<file path="src/rtl/rtc_ser_pkg.sv">
package rtc_ser_pkg;

   localparam int BYTE_W     = 8;
   localparam int NUM_FIELDS = 6;   // sec, min, hour, day, month, year

   // status bits cleared by the acknowledge write, and the value bit that triggers it
   localparam logic [BYTE_W-1:0] PF_MASK    = 8'h18;
   localparam int                PF_ACK_BIT = 2;

   typedef enum logic [2:0] {
      OP_NONE,
      OP_RAM_RD,
      OP_RAM_WR,
      OP_STAT_RD,
      OP_CTRL_RD,
      OP_TIME_RD,
      OP_STAT_WR
   } rtc_op_e;

   function automatic rtc_op_e decode_op(input logic [BYTE_W-1:0] code);
      rtc_op_e op;
      if (code[7:5] == 3'b000)      op = OP_RAM_RD;
      else if (code[7:5] == 3'b100) op = OP_RAM_WR;
      else if (code[7:4] == 4'h2)   op = OP_TIME_RD;
      else if (code == 8'h30)       op = OP_STAT_RD;
      else if (code == 8'h31)       op = OP_CTRL_RD;
      else if (code == 8'hB1)       op = OP_STAT_WR;
      else                          op = OP_NONE;
      return op;
   endfunction

   function automatic int field_min(input int idx);
      return (idx == 3 || idx == 4) ? 1 : 0;
   endfunction

   function automatic int field_max(input int idx, input int day_limit);
      int m;
      case (idx)
         0, 1:    m = 59;
         2:       m = 23;
         3:       m = day_limit;
         4:       m = 12;
         default: m = 99;
      endcase
      return m;
   endfunction

   function automatic logic [BYTE_W-1:0] to_bcd(input int v);
      logic [3:0] hi;
      logic [3:0] lo;
      hi = 4'(v / 10);
      lo = 4'(v % 10);
      return {hi, lo};
   endfunction

endpackage

</file>
<file path="src/rtl/rtc_frame.sv">
module rtc_frame #(
   parameter int BITS = 8,
   localparam int PH_W = $clog2(2*BITS + 1)
) (
   input  logic            clk,
   input  logic            rst_n,
   input  logic            en,
   input  logic            sclk,
   input  logic            din,
   output logic [PH_W-1:0] phase,
   output logic [BITS-1:0] cmd,
   output logic [BITS-1:0] val,
   output logic            commit
);
   localparam logic [PH_W-1:0] HALF_PH = PH_W'(BITS);
   localparam logic [PH_W-1:0] LAST_PH = PH_W'(2*BITS);

   if (BITS < 2) begin : g_bad_bits
      $error("rtc_frame: BITS must be at least 2");
   end

   logic clk_q;
   logic fall;

   assign fall = clk_q & ~sclk;

   always_ff @(posedge clk or negedge rst_n) begin
      if (!rst_n) begin
         clk_q  <= 1'b0;
         phase  <= '0;
         cmd    <= '0;
         val    <= '0;
         commit <= 1'b0;
      end else begin
         clk_q  <= sclk;
         commit <= 1'b0;
         if (!en) begin
            phase <= '0;
            cmd   <= '0;
            val   <= '0;
         end else if (fall && phase != LAST_PH) begin
            phase <= phase + 1'b1;
            if (phase < HALF_PH) cmd <= {cmd[BITS-2:0], din};
            else                 val <= {val[BITS-2:0], din};
            if (phase == LAST_PH - 1'b1) commit <= 1'b1;
         end
      end
   end

   assert_abort_clears_R3: assert property (@(posedge clk) disable iff (!rst_n)
      !en |=> (phase == '0 && cmd == '0 && val == '0));

   assert_falling_only_R1: assert property (@(posedge clk) disable iff (!rst_n)
      (en && !fall) |=> ($stable(phase) && $stable(cmd) && $stable(val)));

   assert_frozen_after_last_R10: assert property (@(posedge clk) disable iff (!rst_n)
      (en && phase == LAST_PH) |=> (phase == LAST_PH && $stable(cmd) && $stable(val)));

   assert_phase_bound_R10: assert property (@(posedge clk) disable iff (!rst_n)
      phase <= LAST_PH);

   assert_commit_at_end_R5: assert property (@(posedge clk) disable iff (!rst_n)
      commit |-> phase == LAST_PH);

endmodule

</file>
<file path="src/rtl/rtc_bcd_field.sv">
module rtc_bcd_field
   import rtc_ser_pkg::*;
#(
   parameter int MIN_VAL = 0,
   parameter int MAX_VAL = 59
) (
   input  logic              clk,
   input  logic              rst_n,
   input  logic              step,
   output logic [BYTE_W-1:0] value,
   output logic              at_max
);
   localparam logic [BYTE_W-1:0] MIN_BCD = to_bcd(MIN_VAL);
   localparam logic [BYTE_W-1:0] MAX_BCD = to_bcd(MAX_VAL);

   if (MIN_VAL < 0 || MAX_VAL > 99 || MIN_VAL > MAX_VAL) begin : g_bad_range
      $error("rtc_bcd_field: range must lie within 0..99 with MIN_VAL <= MAX_VAL");
   end

   assign at_max = (value == MAX_BCD);

   always_ff @(posedge clk or negedge rst_n) begin
      if (!rst_n)                 value <= MIN_BCD;
      else if (step) begin
         if (at_max)              value <= MIN_BCD;
         else if (value[3:0] == 4'd9) value <= {value[7:4] + 4'd1, 4'd0};
         else                     value <= value + 8'd1;
      end
   end

   assert_bcd_legal_R11: assert property (@(posedge clk) disable iff (!rst_n)
      (value[3:0] <= 4'd9 && value <= MAX_BCD && value >= MIN_BCD));

   assert_bcd_wrap_R11: assert property (@(posedge clk) disable iff (!rst_n)
      (step && at_max) |=> value == MIN_BCD);

endmodule

</file>
<file path="src/rtl/rtc_tod.sv">
module rtc_tod
   import rtc_ser_pkg::*;
#(
   parameter int DAY_LIMIT = 31
) (
   input  logic                             clk,
   input  logic                             rst_n,
   input  logic                             sec_tick,
   output logic [NUM_FIELDS-1:0][BYTE_W-1:0] fields
);
   logic [NUM_FIELDS:0]   carry;
   logic [NUM_FIELDS-1:0] at_max;
   logic                  year_wrap_unused;

   assign carry[0]         = sec_tick;
   assign year_wrap_unused = carry[NUM_FIELDS];

   for (genvar i = 0; i < NUM_FIELDS; i++) begin : g_field
      rtc_bcd_field #(
         .MIN_VAL(field_min(i)),
         .MAX_VAL(field_max(i, DAY_LIMIT))
      ) u_field (
         .clk    (clk),
         .rst_n  (rst_n),
         .step   (carry[i]),
         .value  (fields[i]),
         .at_max (at_max[i])
      );
      assign carry[i+1] = carry[i] & at_max[i];
   end

endmodule

</file>
<file path="src/rtl/rtc_nvram.sv">
module rtc_nvram
   import rtc_ser_pkg::*;
#(
   parameter int DEPTH = 32,
   localparam int AW = $clog2(DEPTH)
) (
   input  logic              clk,
   input  logic              rst_n,
   input  logic              we,
   input  logic [AW-1:0]     addr,
   input  logic [BYTE_W-1:0] wdata,
   output logic [BYTE_W-1:0] rdata
);
   logic [BYTE_W-1:0] mem [DEPTH];

   always_ff @(posedge clk or negedge rst_n) begin
      if (!rst_n) begin
         for (int i = 0; i < DEPTH; i++) mem[i] <= '0;
      end else if (we) begin
         mem[addr] <= wdata;
      end
   end

   assign rdata = mem[addr];

endmodule

</file>
<file path="src/rtl/rtc_serial_slave.sv">
module rtc_serial_slave
   import rtc_ser_pkg::*;
#(
   parameter int                RAM_DEPTH     = 32,
   parameter int                DAY_LIMIT     = 31,
   parameter logic [BYTE_W-1:0] STATUS_RESET  = 8'h90,
   parameter logic [BYTE_W-1:0] CONTROL_VALUE = 8'h00
) (
   input  logic clk,
   input  logic rst_n,
   input  logic sec_tick,
   input  logic ser_en,
   input  logic ser_clk,
   input  logic ser_din,
   output logic ser_dout,
   output logic pf_irq_clr
);
   localparam int ADDR_W = $clog2(RAM_DEPTH);
   localparam int PH_W   = $clog2(2*BYTE_W + 1);
   localparam int IDX_W  = $clog2(BYTE_W);
   localparam logic [PH_W-1:0] HALF_PH = PH_W'(BYTE_W);
   localparam logic [PH_W-1:0] LAST_PH = PH_W'(2*BYTE_W);
   localparam logic [PH_W-1:0] TOP_PH  = PH_W'(2*BYTE_W - 1);

   if (RAM_DEPTH < 2 || RAM_DEPTH > 32 || (RAM_DEPTH & (RAM_DEPTH - 1)) != 0) begin : g_bad_depth
      $error("rtc_serial_slave: RAM_DEPTH must be a power of two from 2 to 32");
   end
   if (DAY_LIMIT < 1 || DAY_LIMIT > 31) begin : g_bad_days
      $error("rtc_serial_slave: DAY_LIMIT must lie within 1..31");
   end

   logic [PH_W-1:0]                  phase;
   logic [BYTE_W-1:0]                cmd;
   logic [BYTE_W-1:0]                val;
   logic                             commit;
   rtc_op_e                          op;
   logic                             ram_hit;
   logic                             ram_we;
   logic [BYTE_W-1:0]                ram_rdata;
   logic [NUM_FIELDS-1:0][BYTE_W-1:0] tod;
   logic [BYTE_W-1:0]                time_byte;
   logic [BYTE_W-1:0]                rd_byte;
   logic [BYTE_W-1:0]                status;
   logic                             is_read;
   logic                             data_phase;
   logic [IDX_W-1:0]                 bit_sel;

   rtc_frame #(.BITS(BYTE_W)) u_frame (
      .clk    (clk),
      .rst_n  (rst_n),
      .en     (ser_en),
      .sclk   (ser_clk),
      .din    (ser_din),
      .phase  (phase),
      .cmd    (cmd),
      .val    (val),
      .commit (commit)
   );

   rtc_tod #(.DAY_LIMIT(DAY_LIMIT)) u_tod (
      .clk      (clk),
      .rst_n    (rst_n),
      .sec_tick (sec_tick),
      .fields   (tod)
   );

   // store addresses above the configured depth are not backed
   if (ADDR_W == 5) begin : g_full_store
      assign ram_hit = 1'b1;
   end else begin : g_part_store
      assign ram_hit = (cmd[4:ADDR_W] == '0);
   end

   assign op     = decode_op(cmd);
   assign ram_we = commit && op == OP_RAM_WR && ram_hit;

   rtc_nvram #(.DEPTH(RAM_DEPTH)) u_store (
      .clk   (clk),
      .rst_n (rst_n),
      .we    (ram_we),
      .addr  (cmd[ADDR_W-1:0]),
      .wdata (val),
      .rdata (ram_rdata)
   );

   always_comb begin
      case (cmd[3:0])
         4'h0:    time_byte = tod[0];
         4'h1:    time_byte = tod[1];
         4'h2:    time_byte = tod[2];
         4'h4:    time_byte = tod[3];
         4'h5:    time_byte = tod[4];
         4'h6:    time_byte = tod[5];
         default: time_byte = '0;
      endcase
   end

   always_comb begin
      case (op)
         OP_RAM_RD:  rd_byte = ram_hit ? ram_rdata : '0;
         OP_STAT_RD: rd_byte = status;
         OP_CTRL_RD: rd_byte = CONTROL_VALUE;
         OP_TIME_RD: rd_byte = time_byte;
         default:    rd_byte = '0;
      endcase
   end

   assign is_read    = op inside {OP_RAM_RD, OP_STAT_RD, OP_CTRL_RD, OP_TIME_RD};
   assign data_phase = (phase >= HALF_PH) && (phase < LAST_PH);
   assign bit_sel    = IDX_W'(TOP_PH - phase);
   assign ser_dout   = (is_read && data_phase) ? rd_byte[bit_sel] : ser_din;

   always_ff @(posedge clk or negedge rst_n) begin
      if (!rst_n) begin
         status     <= STATUS_RESET;
         pf_irq_clr <= 1'b0;
      end else begin
         pf_irq_clr <= 1'b0;
         if (commit && op == OP_STAT_WR && val[PF_ACK_BIT]) begin
            status     <= status & ~PF_MASK;
            pf_irq_clr <= 1'b1;
         end
      end
   end

   assert_clr_single_R8: assert property (@(posedge clk) disable iff (!rst_n)
      pf_irq_clr |=> !pf_irq_clr);

   assert_clr_status_R8: assert property (@(posedge clk) disable iff (!rst_n)
      pf_irq_clr |-> (status & PF_MASK) == '0);

   assert_store_commit_R5: assert property (@(posedge clk) disable iff (!rst_n)
      (commit && op == OP_RAM_WR && ram_hit && ser_en) |=> ram_rdata == $past(val));

endmodule

</file>
<file path="config.mk">
export PLATFORM = sky130hd
export DESIGN_NAME = rtc_serial_slave
export DESIGN_NICKNAME = d
export VERILOG_FILES = /design/src/rtl/rtc_ser_pkg.sv /design/src/rtl/rtc_frame.sv /design/src/rtl/rtc_bcd_field.sv /design/src/rtl/rtc_tod.sv /design/src/rtl/rtc_nvram.sv /design/src/rtl/rtc_serial_slave.sv
export SDC_FILE = /design/constraint.sdc
export NUM_CORES = 1
export LEC_CHECK = 0
export BUFFER_PORTS_ARGS = -buffer_cell sky130_fd_sc_hd__buf_2
export CAP_MARGIN = 20
export CORE_ASPECT_RATIO = 0.5
export CORE_MARGIN = 3
export CORE_UTILIZATION = 35
export CTS_CLUSTER_SIZE = 14
export DETAILED_ROUTE_END_ITERATION = 12
export GPL_ROUTABILITY_DRIVEN = 0
export SETUP_SLACK_MARGIN = 0.05
export SYNTH_ARGS = -nofsm -noshare
export SYNTH_HDL_FRONTEND = slang
export SYNTH_SLANG_ARGS = --single-unit
export TNS_END_PERCENT = 100
</file>
<file path="constraint.sdc">
create_clock -name clk -period 2.9 [get_ports clk]
set_input_delay 0.58 -clock clk [delete_from_list [all_inputs] [get_ports clk]]
set_output_delay 0.58 -clock clk [all_outputs]
set_load 0.05 [all_outputs]
</file>
* Word level (Yosys, flattened, before mapping)
Cells that the tools add are included.
** Operators by class
- Add/sub/neg operators :: 14
- Multiply operators :: 0
- Div/mod/pow operators :: 0
- Order comparisons :: 6
- Eq/ne operators :: 33
- Shifts and indexed selects :: 0
- Multiplexer cells :: 41
- Bitwise operators :: 8
- Reduce and logical (&&, ||, !) cells :: 12
** Operator list (count)
- 256-bit bitwise mux :: 1
- 8-bit 2-to-1 mux :: 21
- 8-bit by 1-bit adder with 8-bit output, second input constant :: 6
- 8-bit one-hot mux with 6 select lines :: 1
- 8-bit binary-select mux with 5-bit select :: 1
- 8-bit demux with 5-bit select :: 1
- 8-bit by 6-bit == test with 1-bit output, second input constant :: 4
- 4-bit by 1-bit adder with 4-bit output, second input constant :: 6
- 4-bit == test, second input constant :: 6
- 8-bit one-hot mux with 3 select lines :: 1
- 3-bit 2-to-1 mux :: 6
- 8-bit by 7-bit == test with 1-bit output, second input constant :: 2
- 8-bit == test, second input constant :: 2
- 3-bit == test, second input constant :: 4
- 4-bit by 3-bit == test with 1-bit output, second input constant :: 3
- 5-bit 2-to-1 mux :: 2
- 4-bit by 2-bit == test with 1-bit output, second input constant :: 2
- 8-bit by 5-bit == test with 1-bit output, second input constant :: 1
- 1-bit logical AND :: 7
- 1-bit AND :: 6
- 3-bit by 2-bit == test with 1-bit output, second input constant :: 2
- 6-bit greater-or-equal comparator, second input constant :: 1
- 6-bit by 1-bit < comparator with 1-bit output, second input constant :: 1
- 1-bit 2-to-1 mux :: 6
- 19 further kinds :: 21
** Word-level totals
- Register bits :: 329
- Bits in latches :: 0
- RAM bits :: 0
- Bits in read-only memories :: 0
- Input port bits :: 6
- Output and inout port bits :: 2
- Word-level logic and storage cells :: 159
- Memories kept :: 0

* Longest topological paths before layout
- Depth after elaboration :: 12
- Mapped depth :: 11
- Depth with buffers taken out :: 9

* Hierarchy
A second synthesis with hierarchy kept.
** Unflattened totals
- Cells, all modules :: 1402
- Area, all modules :: 17073.9 µm²
** Modules (own cells, without submodules)
- rtc_nvram :: instances 1, cells each 856, area each 11947.7 µm², sequential area each 6406.1 µm²
- rtc_bcd_field (u_tod.g_field[0].u_field ...) :: instances 2, cells each 56, area each 545.5 µm², sequential area each 200.2 µm²
- rtc_frame :: instances 1, cells each 100, area each 1062.3 µm², sequential area each 575.6 µm²
- rtc_serial_slave :: instances 1, cells each 109, area each 830.8 µm², sequential area each 51.3 µm²
- rtc_bcd_field (u_tod.g_field[5].u_field) :: instances 1, cells each 60, area each 561.8 µm², sequential area each 200.2 µm²
- rtc_bcd_field (u_tod.g_field[2].u_field) :: instances 1, cells each 57, area each 540.5 µm², sequential area each 200.2 µm²
- rtc_bcd_field (u_tod.g_field[3].u_field) :: instances 1, cells each 52, area each 505.5 µm², sequential area each 201.4 µm²
- rtc_bcd_field (u_tod.g_field[4].u_field) :: instances 1, cells each 51, area each 491.7 µm², sequential area each 201.4 µm²
- rtc_tod :: instances 1, cells each 5, area each 42.5 µm², sequential area each 0.0 µm²

* Worst setup path before layout
Ideal clock, no wire load.
- Path type :: register -> output
- Start point :: reg u_frame.cmd[6]
- End point :: out ser_dout
- Arrival :: 2285 ps
- Required time :: 2320 ps
- Slack :: 35 ps
- Cell stages (with the launch flop) :: 9
- Path buffers :: 1
- Path through :: dfrtp_1 > buf_2 > or4b_2 > nor3_1 > o211ai_1 > o21ai_0 > a31oi_1 > nand4_1 > o221a_1
** On the way
- Longest elaborated chain between the ends :: 12
- Elaborated cells between the ends (all ways) :: 22
- Classes of those cells :: 9 x eq/ne; 10 x mux; 3 x reduce/logical
** RTL lines
- start, declared :: line rtc_frame.sv:11 : output logic [BITS-1:0] cmd,
- start signal, assigned :: line rtc_frame.sv:43 : if (phase < HALF_PH) cmd <= {cmd[BITS-2:0], din};
- 8-bit == test :: line rtc_ser_pkg.sv:27 : else if (code == 8'hB1) op = OP_STAT_WR;
- 3-bit 2-to-1 mux :: line rtc_ser_pkg.sv:27
- 3-bit 2-to-1 mux :: line rtc_ser_pkg.sv:26 : else if (code == 8'h31) op = OP_CTRL_RD;
- 3-bit 2-to-1 mux :: line rtc_ser_pkg.sv:25 : else if (code == 8'h30) op = OP_STAT_RD;
- 3-bit 2-to-1 mux :: line rtc_ser_pkg.sv:24 : else if (code[7:4] == 4'h2) op = OP_TIME_RD;
- 3-bit 2-to-1 mux :: line rtc_ser_pkg.sv:23 : else if (code[7:5] == 3'b100) op = OP_RAM_WR;
- 3-bit 2-to-1 mux * :: line rtc_ser_pkg.sv:22 : if (code[7:5] == 3'b000) op = OP_RAM_RD;
- 3-bit == test (tied with other cells) :: line rtc_serial_slave.sv:99, rtc_serial_slave.sv:108
- 8-bit one-hot mux with 3 select lines :: line rtc_serial_slave.sv:99 : case (op)
- 1-bit binary-select mux with 3-bit select :: line rtc_serial_slave.sv:111 : assign ser_dout = (is_read && data_phase) ? rd_byte[bit_sel] : ser_din;
- 1-bit 2-to-1 mux (not written as such) :: line rtc_serial_slave.sv:111
- 1-bit 2-to-1 mux * :: line rtc_serial_slave.sv:111
- end, declared :: line rtc_serial_slave.sv:15 : output logic ser_dout,
Mark *: on every way between the ends. The rest lies on a longest branch, timed or not. The select of a mux whose other input is x is not followed.

* Final worst setup path
- Start point :: reg u_frame.cmd[0]
- End point :: out ser_dout
** On the way
- Longest elaborated chain between the ends :: 12
- Elaborated cells between the ends (all ways) :: 30
- Classes of those cells :: 12 x eq/ne; 14 x mux; 1 x bitwise; 3 x reduce/logical
** RTL lines (line)
- 8-bit == test :: rtc_ser_pkg.sv:27
- 3-bit 2-to-1 mux :: rtc_ser_pkg.sv:27
- 3-bit 2-to-1 mux :: rtc_ser_pkg.sv:26
- 3-bit 2-to-1 mux :: rtc_ser_pkg.sv:25
- 3-bit 2-to-1 mux :: rtc_ser_pkg.sv:24
- 3-bit 2-to-1 mux :: rtc_ser_pkg.sv:23
- 3-bit 2-to-1 mux :: rtc_ser_pkg.sv:22
- 3-bit == test (tied with other cells) :: rtc_serial_slave.sv:99, rtc_serial_slave.sv:108
- 8-bit one-hot mux with 3 select lines :: rtc_serial_slave.sv:99
- 1-bit binary-select mux with 3-bit select :: rtc_serial_slave.sv:111
- 1-bit 2-to-1 mux (not written as such) :: rtc_serial_slave.sv:111
- 1-bit 2-to-1 mux * :: rtc_serial_slave.sv:111
Marks and branches as above.

==> impl_metrics.xml <==
<?xml version="1.0" encoding="UTF-8"?>
<metrics>
  <group name="status">
    <metric name="run_status" unit="">complete, but fails checks</metric>
    <metric name="failed_checks" unit="">setup timing</metric>
  </group>
  <group name="floorplan">
    <metric name="std_cell_rows" unit="">55</metric>
    <metric name="placeableCoreArea" unit="um^2">46040</metric>
    <metric name="design.portCount" unit="">8</metric>
    <metric name="fp.dieArea" unit="um^2">50270</metric>
    <metric name="dieHeight" unit="um">160.0</metric>
    <metric name="initial_utilization" unit="">0.3608</metric>
    <metric name="fp.dieW" unit="um">314.1</metric>
  </group>
  <group name="worst_setup_path">
    <metric name="regToRegSetupSlack" unit="ns">0.27</metric>
    <metric name="crit_path_end_kind" unit="">primary output</metric>
    <metric name="timing.critical_path.max_delay_family" unit="">multiplexers</metric>
    <metric name="critPathMaxFanout" unit="">4</metric>
    <metric name="worst_r2r_path_depth" unit="">6</metric>
    <metric name="timing.critical_path.cells" unit="">buf_8 &gt; buf_12 &gt; mux4_2 &gt; mux2i_1 &gt; o2bb2ai_1 &gt; nand2_1 &gt; a31oi_1 &gt; nor4_2 &gt; o221a_4 &gt; buf_8</metric>
    <metric name="crit_start" unit="">u_frame.cmd[0]</metric>
    <metric name="critical_path.max_stage_delay" unit="ns">0.50</metric>
    <metric name="timing.critical_path.arrival" unit="ns">3.05</metric>
    <metric name="worstPathRequired" unit="ns">2.32</metric>
    <metric name="critical_path.slowest_cell" unit="">sky130_fd_sc_hd__mux4_2</metric>
    <metric name="regToRegStartpoint" unit="">u_frame.cmd[0]</metric>
    <metric name="crit_buf_inv" unit="">3</metric>
    <metric name="cpMostUsedCell" unit="">sky130_fd_sc_hd__buf_8</metric>
    <metric name="cp-start-kind" unit="">flip-flop</metric>
    <metric name="critPathKind" unit="">reg2out</metric>
    <metric name="r2r-end" unit="">u_store.mem[37]</metric>
  </group>
  <group name="synth">
    <metric name="synth_enable_flop_cells" unit="">0</metric>
    <metric name="yosys.area.top_type_share" unit="">0.4911</metric>
    <metric name="asyncSetResetFlopFracSynth" unit="">1.000</metric>
    <metric name="yosysTopAreaCell" unit="">sky130_fd_sc_hd__dfrtp_1</metric>
    <metric name="fraction_of_the_yosys_area_taken_by_sequential_cells" unit="">0.4959</metric>
    <metric name="number_of_library_cell_types_mapped_by_synthesis" unit="">85</metric>
    <metric name="synth_nets" unit="">1321</metric>
    <metric name="yosysWarningCount" unit="">0</metric>
    <metric name="postSynth.topFlopCell" unit="">sky130_fd_sc_hd__dfrtp_1</metric>
    <metric name="ys_ff_latch" unit="">329</metric>
    <metric name="mappedNetlistArea" unit="um^2">16610</metric>
    <metric name="postSynthAreaPerCell" unit="um^2">12.87</metric>
    <metric name="synth_top_cells_by_area" unit="">sky130_fd_sc_hd__dfrtp_1 (49%), sky130_fd_sc_hd__mux2_2 (18%), sky130_fd_sc_hd__mux4_2 (7.1%), sky130_fd_sc_hd__mux2i_1 (2.6%), sky130_fd_sc_hd__ha_1 (1.8%)</metric>
    <metric name="synthCells" unit="">1291</metric>
  </group>
  <group name="min_path">
    <metric name="timing.hold.worst.class" unit="">in2reg</metric>
    <metric name="hold_path_end" unit="">u_frame.clk_q</metric>
    <metric name="hold-path-cell-count" unit="">1</metric>
    <metric name="timing.hold.worst.start" unit="">ser_clk</metric>
  </group>
  <group name="placement">
    <metric name="post-dp-hpwl" unit="mm">29.72</metric>
    <metric name="numPortBuffers" unit="">7</metric>
    <metric name="dpl_worst_slack" unit="ns">-0.2627</metric>
  </group>
  <group name="timing">
    <metric name="slew_headroom" unit="">0.4162</metric>
    <metric name="unrepaired_setup_endpoints_after_global_routing" unit="">true</metric>
    <metric name="hold_viol" unit="">0</metric>
    <metric name="fin_tns_setup" unit="ns">-0.7251</metric>
    <metric name="final.setup_skew" unit="ns">0.02946</metric>
    <metric name="min_period_over_period" unit="">1.250</metric>
    <metric name="max_freq" unit="MHz">275.9</metric>
    <metric name="finalSetupViolCount" unit="">1</metric>
    <metric name="fin_hold_ws" unit="ns">0.1932</metric>
    <metric name="timing.final.max_slew_violations" unit="">0</metric>
    <metric name="finalWorstPathRequiredPeriod" unit="ns">3.625</metric>
    <metric name="worst_slew_pin_slew" unit="ns">0.8739</metric>
    <metric name="setup_slack" unit="ns">-0.7251</metric>
  </group>
  <group name="global_route">
    <metric name="grt_util_all_layers" unit="">0.1745</metric>
    <metric name="number_of_antenna_violations_at_the_first_check_in_global_routing" unit="">0</metric>
    <metric name="globalRouteOverflowTotal" unit="">0</metric>
    <metric name="grt_start_max_net_pins" unit="">73</metric>
    <metric name="grt_first_pass_wirelength" unit="mm">69.45</metric>
    <metric name="grt_pass1_vias" unit="">11748</metric>
  </group>
  <group name="drt">
    <metric name="drt-pass1-iter-count" unit="">6</metric>
    <metric name="routed_wire_per_std_cell" unit="um">21.33</metric>
    <metric name="detailroute.via_count" unit="">11047</metric>
    <metric name="number_of_remaining_drc_errors" unit="">0</metric>
    <metric name="detailed_route_vias_per_instance" unit="">5.434</metric>
    <metric name="drt_iter0_markers" unit="">1049</metric>
    <metric name="final_antenna_net_count" unit="">0</metric>
    <metric name="detail_route.wirelength" unit="mm">43.36</metric>
  </group>
  <group name="clock_tree">
    <metric name="insertion_delay" unit="ns">0.54</metric>
    <metric name="max-clock-path-buffers" unit="">3</metric>
    <metric name="root_buffer" unit="">sky130_fd_sc_hd__clkbuf_16</metric>
    <metric name="number_of_clock_sinks" unit="">329</metric>
    <metric name="total_cts_buffers" unit="">35</metric>
    <metric name="cts.htree.levels" unit="">2</metric>
    <metric name="tritoncts" unit="">done</metric>
    <metric name="clkSlewWorstSetupHoldPaths" unit="ns">0.05</metric>
  </group>
  <group name="cells_and_area">
    <metric name="utilization" unit="">0.4244</metric>
    <metric name="area_growth" unit="%">17.63</metric>
    <metric name="fillers" unit="">4129</metric>
    <metric name="final_common_cell" unit="">sky130_fd_sc_hd__dfrtp_1</metric>
    <metric name="final_cell_mix" unit="">sky130_fd_sc_hd__dfrtp_1 (323), sky130_fd_sc_hd__mux2_2 (263), sky130_fd_sc_hd__buf_4 (107)</metric>
    <metric name="insertedDiodeCount" unit="">0</metric>
    <metric name="nets" unit="">1411</metric>
    <metric name="final_layout_size_suffix_gt1_frac" unit="">0.4011</metric>
  </group>
  <group name="flow_run">
    <metric name="cap_viol_max_count" unit="">0</metric>
  </group>
  <group name="power_and_ir_drop">
    <metric name="report.power.total" unit="mW">10.26</metric>
    <metric name="power.density_cell_area" unit="nW/um^2">525.1</metric>
    <metric name="ir_drop" unit="V">0.0003003</metric>
    <metric name="leakagePower" unit="nW">9.028</metric>
  </group>
</metrics>
metal layers:
metal,vias to the layer above,wire length [um],GRT usage
met5,-,0,0
met4,0,837,0.04082
met3,66,2304,0.03048
met2,266,20130,0.2816
met1,5778,20090,0.2451
li1,4937,-,-
metrics by stage:
stage	std cells	cell area [um^2]
2_1_floorplan	1291	16610
3_3_place_gp	1961	18070
3_5_place_dp	1961	18070
4_1_cts	2033	19520
5_1_grt	2033	19540
6_report	2033	19540
Yosys cell counts, types with 3 or more instances:
master and number:
sky130_fd_sc_hd__dfrtp_1 326, sky130_fd_sc_hd__mux2_2 263, sky130_fd_sc_hd__nand2_1 69, sky130_fd_sc_hd__mux4_2 52, sky130_fd_sc_hd__clkbuf_1 45, sky130_fd_sc_hd__nor2_1 45
sky130_fd_sc_hd__o21ai_0 44, sky130_fd_sc_hd__mux2i_1 43, sky130_fd_sc_hd__nor2b_1 25, sky130_fd_sc_hd__a21oi_1 24, sky130_fd_sc_hd__buf_2 24, sky130_fd_sc_hd__ha_1 24
sky130_fd_sc_hd__nand3_1 24, sky130_fd_sc_hd__nor3_1 21, sky130_fd_sc_hd__inv_1 20, sky130_fd_sc_hd__nand2_2 14, sky130_fd_sc_hd__nand4_1 14, sky130_fd_sc_hd__a31oi_1 13
sky130_fd_sc_hd__nand2b_1 12, sky130_fd_sc_hd__a22o_1 10, sky130_fd_sc_hd__a22oi_1 10, sky130_fd_sc_hd__xnor2_1 10, sky130_fd_sc_hd__xor2_1 10, sky130_fd_sc_hd__and3_1 9
sky130_fd_sc_hd__buf_4 8, sky130_fd_sc_hd__nor2_2 7, sky130_fd_sc_hd__o211ai_1 7, sky130_fd_sc_hd__and2_1 6, sky130_fd_sc_hd__mux4_1 6, sky130_fd_sc_hd__a221oi_1 5
sky130_fd_sc_hd__buf_6 5, sky130_fd_sc_hd__a211oi_1 4, sky130_fd_sc_hd__nand3_2 4, sky130_fd_sc_hd__nand3b_1 4, sky130_fd_sc_hd__nor4b_1 4, sky130_fd_sc_hd__o2111ai_1 4
sky130_fd_sc_hd__or2_2 4, sky130_fd_sc_hd__or3_1 4, sky130_fd_sc_hd__a21o_1 3, sky130_fd_sc_hd__and3b_1 3, sky130_fd_sc_hd__dfstp_2 3, sky130_fd_sc_hd__nor3b_1 3
sky130_fd_sc_hd__o22ai_1 3
power by group:
| part | internal (mW) | switching, mW | total (mW) |
|---|---|---|---|
| Clock | 2.92 | 1.88 | 4.80 |
| Combinational | 0.329 | 0.397 | 0.726 |
| Sequential | 4.64 | 0.0940 | 4.74 |
| Total | 7.89 | 2.37 | 10.3 |
worst max path at each step:
stage / cells after the start / slack, ns / end
4_1_cts: 10 / -0.71 / ser_dout
6_report: 10 / -0.73 / ser_dout
2_1_floorplan: 8 / 0.17 / ser_dout
5_1_grt: 10 / -0.81 / ser_dout
3_3_place_gp: 8 / -0.27 / ser_dout
3_5_place_dp: 8 / -0.26 / ser_dout
kinds of logic after synthesis:
kind of cell	Yosys count	synth area share
flops	329	0.4959
mux	365	0.2849
compound gates	150	0.05943
buf+inv	105	0.02960
xor+xnor	20	0.01054
simple gates	298	0.1016
fa+ha+maj	24	0.01808
layout make-up:
class                      instances  area [um^2]  area share
tap                              627        784.5     0.04015
sequential                       329         8248      0.4221
timing repair buffer             136         1265     0.06474
multi-input combinational        857         7936      0.4062
inverter                          22        82.58    0.004226
clock inverter                     9        229.0     0.01172
clock buffer                      53        993.5     0.05085
what timing repair did:
| action | CTS | global route |
|---|---|---|
| endpoints found under the setup margin | 1 | 1 |
| buffers inserted | 8 | 0 |
| gates resized for setup | 18 | 3 |
| pin swaps | 8 | 3 |
| cloned | 2 | 0 |
| hold buffers | 1 | 0 |
| hold endpoints to repair | 46 | 0 |
sequential cells by signal (all words and copies together) (netlist names):
signal / cells
u_frame.commit: 1
u_store.mem: 256
pf_irq_clr: 1
u_frame.val: 8
u_frame.cmd: 8
status: 1
u_frame.phase: 5
u_frame.clk_q: 1
u_tod.g_field.u_field.value: 48
Power figures use the tool's default switching activity.
